==> src/rtl/lsa_pkg.sv <==
package lsa_pkg;
  typedef enum logic {
    LSA_OP_SET = 1'b0,
    LSA_OP_DEL = 1'b1
  } lsa_op_e;
endpackage

==> src/rtl/lsa_rec_len.sv <==
// Aligned record length: header + key + value, rounded up to the alignment.
module lsa_rec_len #(
  parameter int KEY_W     = 8,
  parameter int VAL_W     = 12,
  parameter int HDR_BYTES = 16,
  parameter int ALIGN_LG  = 4,
  parameter int LEN_W     = 15
) (
  input  logic [KEY_W-1:0] key_len,
  input  logic [VAL_W-1:0] val_len,
  output logic [LEN_W-1:0] rec_len
);
  logic [LEN_W-1:0] raw_len;

  always_comb begin
    raw_len = LEN_W'(key_len) + LEN_W'(val_len) + LEN_W'(HDR_BYTES);
  end

  generate
    if (ALIGN_LG == 0) begin : g_byte
      assign rec_len = raw_len;
    end else begin : g_round
      localparam logic [LEN_W-1:0] ROUND = LEN_W'((1 << ALIGN_LG) - 1);
      logic [LEN_W-1:0] bumped;
      always_comb begin
        bumped  = raw_len + ROUND;
        rec_len = bumped & ~ROUND;
      end
    end
  endgenerate
endmodule

==> src/rtl/lsa_fit.sv <==
// Free-space check and placement for one record against head and tail.
module lsa_fit #(
  parameter int REGION_BYTES = 16384,
  parameter int OFF_W        = 14
) (
  input  logic [OFF_W-1:0] head,
  input  logic [OFF_W-1:0] tail,
  input  logic [OFF_W:0]   rec_len,
  output logic             fit,
  output logic             wrap,
  output logic [OFF_W-1:0] place,
  output logic [OFF_W-1:0] next_head
);
  localparam logic [OFF_W:0] END_X = (OFF_W+1)'(REGION_BYTES);

  logic [OFF_W:0] head_x;
  logic [OFF_W:0] tail_x;
  logic [OFF_W:0] end_x;
  logic           tail_ahead;
  logic           hits_end;
  logic           fits_before_end;

  always_comb begin
    head_x          = {1'b0, head};
    tail_x          = {1'b0, tail};
    end_x           = head_x + rec_len;
    tail_ahead      = tail_x > head_x;
    hits_end        = end_x == END_X;
    fits_before_end = (end_x < END_X) || (hits_end && (tail != '0));

    wrap      = 1'b0;
    place     = head;
    next_head = hits_end ? '0 : end_x[OFF_W-1:0];
    if (tail_ahead) begin
      fit = end_x < tail_x;
    end else if (fits_before_end) begin
      fit = 1'b1;
    end else begin
      wrap      = 1'b1;
      place     = '0;
      next_head = rec_len[OFF_W-1:0];
      fit       = rec_len < tail_x;
    end
  end
endmodule

==> src/rtl/lsa_desc_reg.sv <==
// Registered response and write descriptor.
module lsa_desc_reg #(
  parameter int              ADDR_W      = 32,
  parameter logic [ADDR_W-1:0] REGION_BASE = 32'h0001_0000,
  parameter int              OFF_W       = 14,
  parameter int              KEY_W       = 8,
  parameter int              HDR_BYTES   = 16
) (
  input  logic              clk,
  input  logic              rst,
  input  logic              fire,
  input  logic              wrap,
  input  logic [OFF_W-1:0]  place,
  input  logic [OFF_W:0]    rec_len,
  input  logic [KEY_W-1:0]  key_len,
  output logic              rsp_valid,
  output logic [ADDR_W-1:0] rsp_addr,
  output logic              rsp_wrapped,
  output logic              wr_valid,
  output logic [ADDR_W-1:0] wr_addr,
  output logic [OFF_W:0]    wr_len,
  output logic [ADDR_W-1:0] wr_key_addr,
  output logic [ADDR_W-1:0] wr_val_addr
);
  logic [ADDR_W-1:0] start_addr;
  logic [ADDR_W-1:0] key_addr;

  always_comb begin
    start_addr = REGION_BASE + ADDR_W'(place);
    key_addr   = start_addr + ADDR_W'(HDR_BYTES);
  end

  always_ff @(posedge clk) begin
    if (rst) begin
      rsp_valid   <= 1'b0;
      wr_valid    <= 1'b0;
      rsp_addr    <= '0;
      rsp_wrapped <= 1'b0;
      wr_addr     <= '0;
      wr_len      <= '0;
      wr_key_addr <= '0;
      wr_val_addr <= '0;
    end else begin
      rsp_valid <= fire;
      wr_valid  <= fire;
      if (fire) begin
        rsp_addr    <= start_addr;
        rsp_wrapped <= wrap;
        wr_addr     <= start_addr;
        wr_len      <= rec_len;
        wr_key_addr <= key_addr;
        wr_val_addr <= key_addr + ADDR_W'(key_len);
      end
    end
  end
endmodule

==> src/rtl/lsa_append_alloc.sv <==
module lsa_append_alloc
  import lsa_pkg::*;
#(
  parameter int                ADDR_W       = 32,
  parameter logic [ADDR_W-1:0] REGION_BASE  = 32'h0001_0000,
  parameter int                REGION_BYTES = 16384,
  parameter int                HDR_BYTES    = 16,
  parameter int                ALIGN_LG     = 4,
  parameter int                KEY_W        = 8,
  parameter int                VAL_W        = 12
) (
  input  logic                            clk,
  input  logic                            rst,
  input  logic                            req_valid,
  input  logic                            req_op,
  input  logic [KEY_W-1:0]                req_key_len,
  input  logic [VAL_W-1:0]                req_val_len,
  output logic                            req_ready,
  input  logic [$clog2(REGION_BYTES)-1:0] tail_off,
  output logic                            rsp_valid,
  output logic [ADDR_W-1:0]               rsp_addr,
  output logic                            rsp_wrapped,
  output logic                            wr_valid,
  output logic [ADDR_W-1:0]               wr_addr,
  output logic [$clog2(REGION_BYTES):0]   wr_len,
  output logic [ADDR_W-1:0]               wr_key_addr,
  output logic [ADDR_W-1:0]               wr_val_addr
);
  localparam int OFF_W = $clog2(REGION_BYTES);
  localparam int LEN_W = OFF_W + 1;

  logic [OFF_W-1:0] head_q;
  logic [LEN_W-1:0] rec_len;
  logic             fit;
  logic             wrap;
  logic [OFF_W-1:0] place;
  logic [OFF_W-1:0] next_head;
  logic             is_del;
  logic             set_fire;

  lsa_rec_len #(
    .KEY_W(KEY_W), .VAL_W(VAL_W), .HDR_BYTES(HDR_BYTES),
    .ALIGN_LG(ALIGN_LG), .LEN_W(LEN_W)
  ) len_i (
    .key_len(req_key_len),
    .val_len(req_val_len),
    .rec_len(rec_len)
  );

  lsa_fit #(
    .REGION_BYTES(REGION_BYTES), .OFF_W(OFF_W)
  ) fit_i (
    .head(head_q),
    .tail(tail_off),
    .rec_len(rec_len),
    .fit(fit),
    .wrap(wrap),
    .place(place),
    .next_head(next_head)
  );

  always_comb begin
    is_del    = req_op == LSA_OP_DEL;
    req_ready = is_del || fit;
    set_fire  = req_valid && !is_del && fit;
  end

  always_ff @(posedge clk) begin
    if (rst) begin
      head_q <= '0;
    end else if (set_fire) begin
      head_q <= next_head;
    end
  end

  lsa_desc_reg #(
    .ADDR_W(ADDR_W), .REGION_BASE(REGION_BASE), .OFF_W(OFF_W),
    .KEY_W(KEY_W), .HDR_BYTES(HDR_BYTES)
  ) out_i (
    .clk(clk),
    .rst(rst),
    .fire(set_fire),
    .wrap(wrap),
    .place(place),
    .rec_len(rec_len),
    .key_len(req_key_len),
    .rsp_valid(rsp_valid),
    .rsp_addr(rsp_addr),
    .rsp_wrapped(rsp_wrapped),
    .wr_valid(wr_valid),
    .wr_addr(wr_addr),
    .wr_len(wr_len),
    .wr_key_addr(wr_key_addr),
    .wr_val_addr(wr_val_addr)
  );
endmodule

==> config.mk <==
export PLATFORM = sky130hd
export DESIGN_NAME = lsa_append_alloc
export DESIGN_NICKNAME = d
export VERILOG_FILES = /design/src/rtl/lsa_pkg.sv /design/src/rtl/lsa_rec_len.sv /design/src/rtl/lsa_fit.sv /design/src/rtl/lsa_desc_reg.sv /design/src/rtl/lsa_append_alloc.sv
export SDC_FILE = /design/constraint.sdc
export NUM_CORES = 1
export LEC_CHECK = 0
export BUFFER_PORTS_ARGS = -buffer_cell sky130_fd_sc_hd__buf_4
export CAP_MARGIN = 0
export CORE_MARGIN = 3
export CORE_UTILIZATION = 40
export CTS_CLUSTER_SIZE = 14
export DETAILED_ROUTE_END_ITERATION = 8
export PLACE_DENSITY = 0.75
export RECOVER_POWER = 100
export SYNTH_ARGS = -nofsm -noshare
export SYNTH_HDL_FRONTEND = slang
export SYNTH_HIERARCHICAL = 1
export SYNTH_SLANG_ARGS = --single-unit
==> constraint.sdc <==
create_clock -name clk -period 9.6 [get_ports clk]
set_clock_uncertainty 0.2 [all_clocks]
set_input_delay 0.48 -clock clk [delete_from_list [all_inputs] [get_ports clk]]
set_output_delay 0.48 -clock clk [all_outputs]
set_load 0.02 [all_outputs]
==> flow_summary.ini <==
[timing]
worstMarginPinSlew_ps = 1510
clock.fmax_ghz = 0.122
fin_crit_sh = 0.851
period_needed_ps = 8170
hold_viol_final = 0
setup_tns_ps = 0
timing.slew.headroom = -0.00886
drv_slew = 21
rsz0062_at_grt = no
finalSetupViolCount = 0

[logic_synthesis]
yosys-top-cells-area = dfxtp_1 (21%), ha_1 (13%), buf_4 (10%)
syn_area_mm2 = 0.00699
ys_seq_area_frac = 0.209
synth.distinct_cells = 78
synth.top_cell.area_share = 0.209
synth-xor-area-share = 0.0451
synth_fa_ha_area_frac = 0.136
synth.most_common_cell = buf_4
ys_top_cells_by_count = buf_4 (93), nor2_1 (91), dfxtp_1 (73)
synth_top_cell_by_area = dfxtp_1
synthFlopType = dfxtp_1
synth_edf_count = 0
synth_mux_area_frac = 0.0906
synthSimpleGateAreaFrac = 0.189
ys_async_sr_fraction = 0
synth_compound_area_frac = 0.180
synth.avg_cell_area_um2 = 8.24
synth_top_family_by_area = simple AND/OR/NAND/NOR gates
netlist_instances = 848
ys_warn_count = 6
ys_seq_elements = 73

[detailed_routing]
wl_mm = 18.8
dr.pass1.iters = 5
drtIter0Drc = 414
drt-wirelength-per-cell_um = 16.3
num_vias = 6103
antenna_left = 0
drc = 0
vias_per_cell = 5.29

[placement]
hpwl_mm = 14.9
io_buffers = 119
place_congestion = 0.985

[power]
intPower_mw = 0.743
max-vdd-ir-drop_mv = 0.0981
switchingPower_mw = 0.481
swShare = 0.393
power.share.clock = 0.299
combPwrFrac = 0.425
power.density_mw_per_mm2 = 162
p_leak_nw = 3.20
power_frac_seq = 0.276

[critical_path]
cp-end-kind = flop
cp-startpoint = req_key_len[0]
r2r_cells = 17
cp-endpoint = out_i/wr_val_addr[14]
worstSetupStartpointType = primary input
reg2reg_from = head_q[6]
r2r_end = out_i/wr_val_addr[14]
cp_max_fo = 14
worstPathArrival_ps = 8150
path_class = in2reg
rrSetupSlack_ps = 3620
cp.required_ps = 9580

[clock_network]
ctsResizeCount = 0
numCtsBuffers = 9
ctsHoldBuffers = 0
cts_sinks = 73
root_buffer = clkbuf_16
cts_buffer_depth = 2
clock_latency_ps = 340
post_cts_buffers = 0
tritoncts = built
cts-htree-levels = 3
path_clk_slew_ps = 60

[layout]
diodes = 0
nets = 1040
area_growth_pct = 8.34
drive_above_1_share = 0.0922
fillers = 1778
multi_input_area_mm2 = 0.00474
finish.utilization = 0.450
seqCellArea_mm2 = 0.00146

[floorplanning]
core_area_mm2 = 0.0168
io_pins = 185
row_count = 47
die_w_um = 138
start_util = 0.415
die_area_mm2 = 0.0191
die_h_um = 138

[status]
failed_checks = capacitance limit, slew limit
status = finished with violations

[global_route]
grt_max_degree = 84
antenna_found_initial = 0
grt_pass1_vias = 5737
grt_pass1_wl_mm = 30.1
grt_util_all_layers = 0.188
overflow = 0

[hold_path]
hold_path_class = reg2reg

[job]
maxCapViolCount = 1
how the worst min path moves through the flow:
| stage | slack [ps] | end | from | cells past startpoint |
|---|---|---|---|---|
| after floorplan | 270 | head_q[10] | head_q[10] | 2 |
| after global placement | 250 | out_i/wr_val_addr[12] | out_i/wr_val_addr[12] | 2 |
| after detailed placement | 250 | out_i/wr_val_addr[15] | out_i/wr_val_addr[15] | 1 |
| after CTS | 270 | out_i/wr_val_addr[13] | out_i/wr_val_addr[13] | 2 |
| after global routing | 270 | out_i/wr_val_addr[13] | out_i/wr_val_addr[13] | 2 |
| final | 260 | out_i/wr_val_addr[15] | out_i/wr_val_addr[15] | 1 |
worst max-delay path: stages:
cell       delay [ps]
clkbuf_1          100
ha_1              200
inv_1              70
fa_1              400
and2b_1           230
o22ai_1           100
xnor2_1           290
o211ai_1          250
nor3_1            520
xnor2_1           360
ha_1              480
o21a_1            190
a21o_1            210
a211o_1           310
a2111oi_2         430
nand4bb_1         220
or3_1             480
buf_4             250
a21oi_1           510
ha_1              460
xor2_1            250
ha_1              340
a21o_1            200
a221oi_2          450
nor3_2            120
o21ai_0           140
a311oi_2          130
placed cells by master (no fill, tap or decap), drive strengths merged, types with 3 or more instances in the layout:
cell type,Yosys,layout
clkbuf,17,95
nor2,92,92
dfxtp,73,73
ha,71,71
conb,2,71
mux2i,61,61
a21oi,46,46
inv,43,44
buf,107,39
nand2b,38,38
nand2,37,37
o21ai,30,30
a211oi,26,26
xnor2,19,19
xor2,17,17
nand3,17,17
a21o,16,16
o211ai,16,16
nor3,16,16
and2,9,9
nand4,9,9
nor4,8,8
o21a,6,6
or3,5,5
o22ai,5,5
a211o,5,5
o2111ai,5,5
or2,4,4
clkinvlp,0,3
nor2b,3,3
and3,3,3
fa,3,3
nor3b,3,3
power groups by stage:
| stage | Clock (mW) | Sequential (mW) | Combinational [mW] |
|---|---|---|---|
| floorplan | 0 | 0.357 | 0.402 |
| global placement | 0 | 0.344 | 0.518 |
| detailed placement | 0 | 0.344 | 0.522 |
| CTS | 0.373 | 0.338 | 0.526 |
| global route | 0.382 | 0.341 | 0.577 |
| finish | 0.366 | 0.338 | 0.520 |
layer usage:
metal / vias up / part of all wire / GRT usage
met2: 256 / 0.44 / 0.292
met5: - / 0 / 0
met1: 2831 / 0.47 / 0.273
li1: 3001 / - / -
met3: 15 / 0.080 / 0.0352
met4: 0 / 0.0087 / 0.0390
cell type report:
type / instances / area share
clock buffers: 10 / 0.0302
repair buffers: 124 / 0.0808
flip-flops and latches: 73 / 0.193
well taps: 220 / 0.0364
clock inverters: 6 / 0.0121
inverters: 44 / 0.0218
multi-input cells: 676 / 0.626
registers in the layout, indices dropped and copies added (netlist names):
name               flops
out_i/wr_val_addr     16
out_i/wr_key_addr     15
out_i/wr_len          15
head_q                14
out_i/wr_addr         11
out_i/rsp_wrapped      1
out_i/wr_valid         1
stage by stage:
step / total power [mW] / worst slack [ps] / instances / area [µm²] / hold slack (ps)
2_1_floorplan: 0.758 / 2840 / 917 / 7250 / 265
3_5_place_dp: 0.866 / 1760 / 1137 / 7590 / 252
5_1_grt: 1.30 / 813 / 1153 / 7570 / 274
3_3_place_gp: 0.862 / 1960 / 1137 / 7590 / 251
6_report: 1.22 / 1430 / 1153 / 7570 / 260
4_1_cts: 1.24 / 2080 / 1153 / 7910 / 266
cells by family after synthesis:
kind of cell	count (synthesis)
fa+ha+maj	74
mux	63
xor+xnor	36
simple gates	256
flops	73
buf+inv	168
other cells	2
compound gates	176
Note: power is estimated with default switching activity, not from simulation.
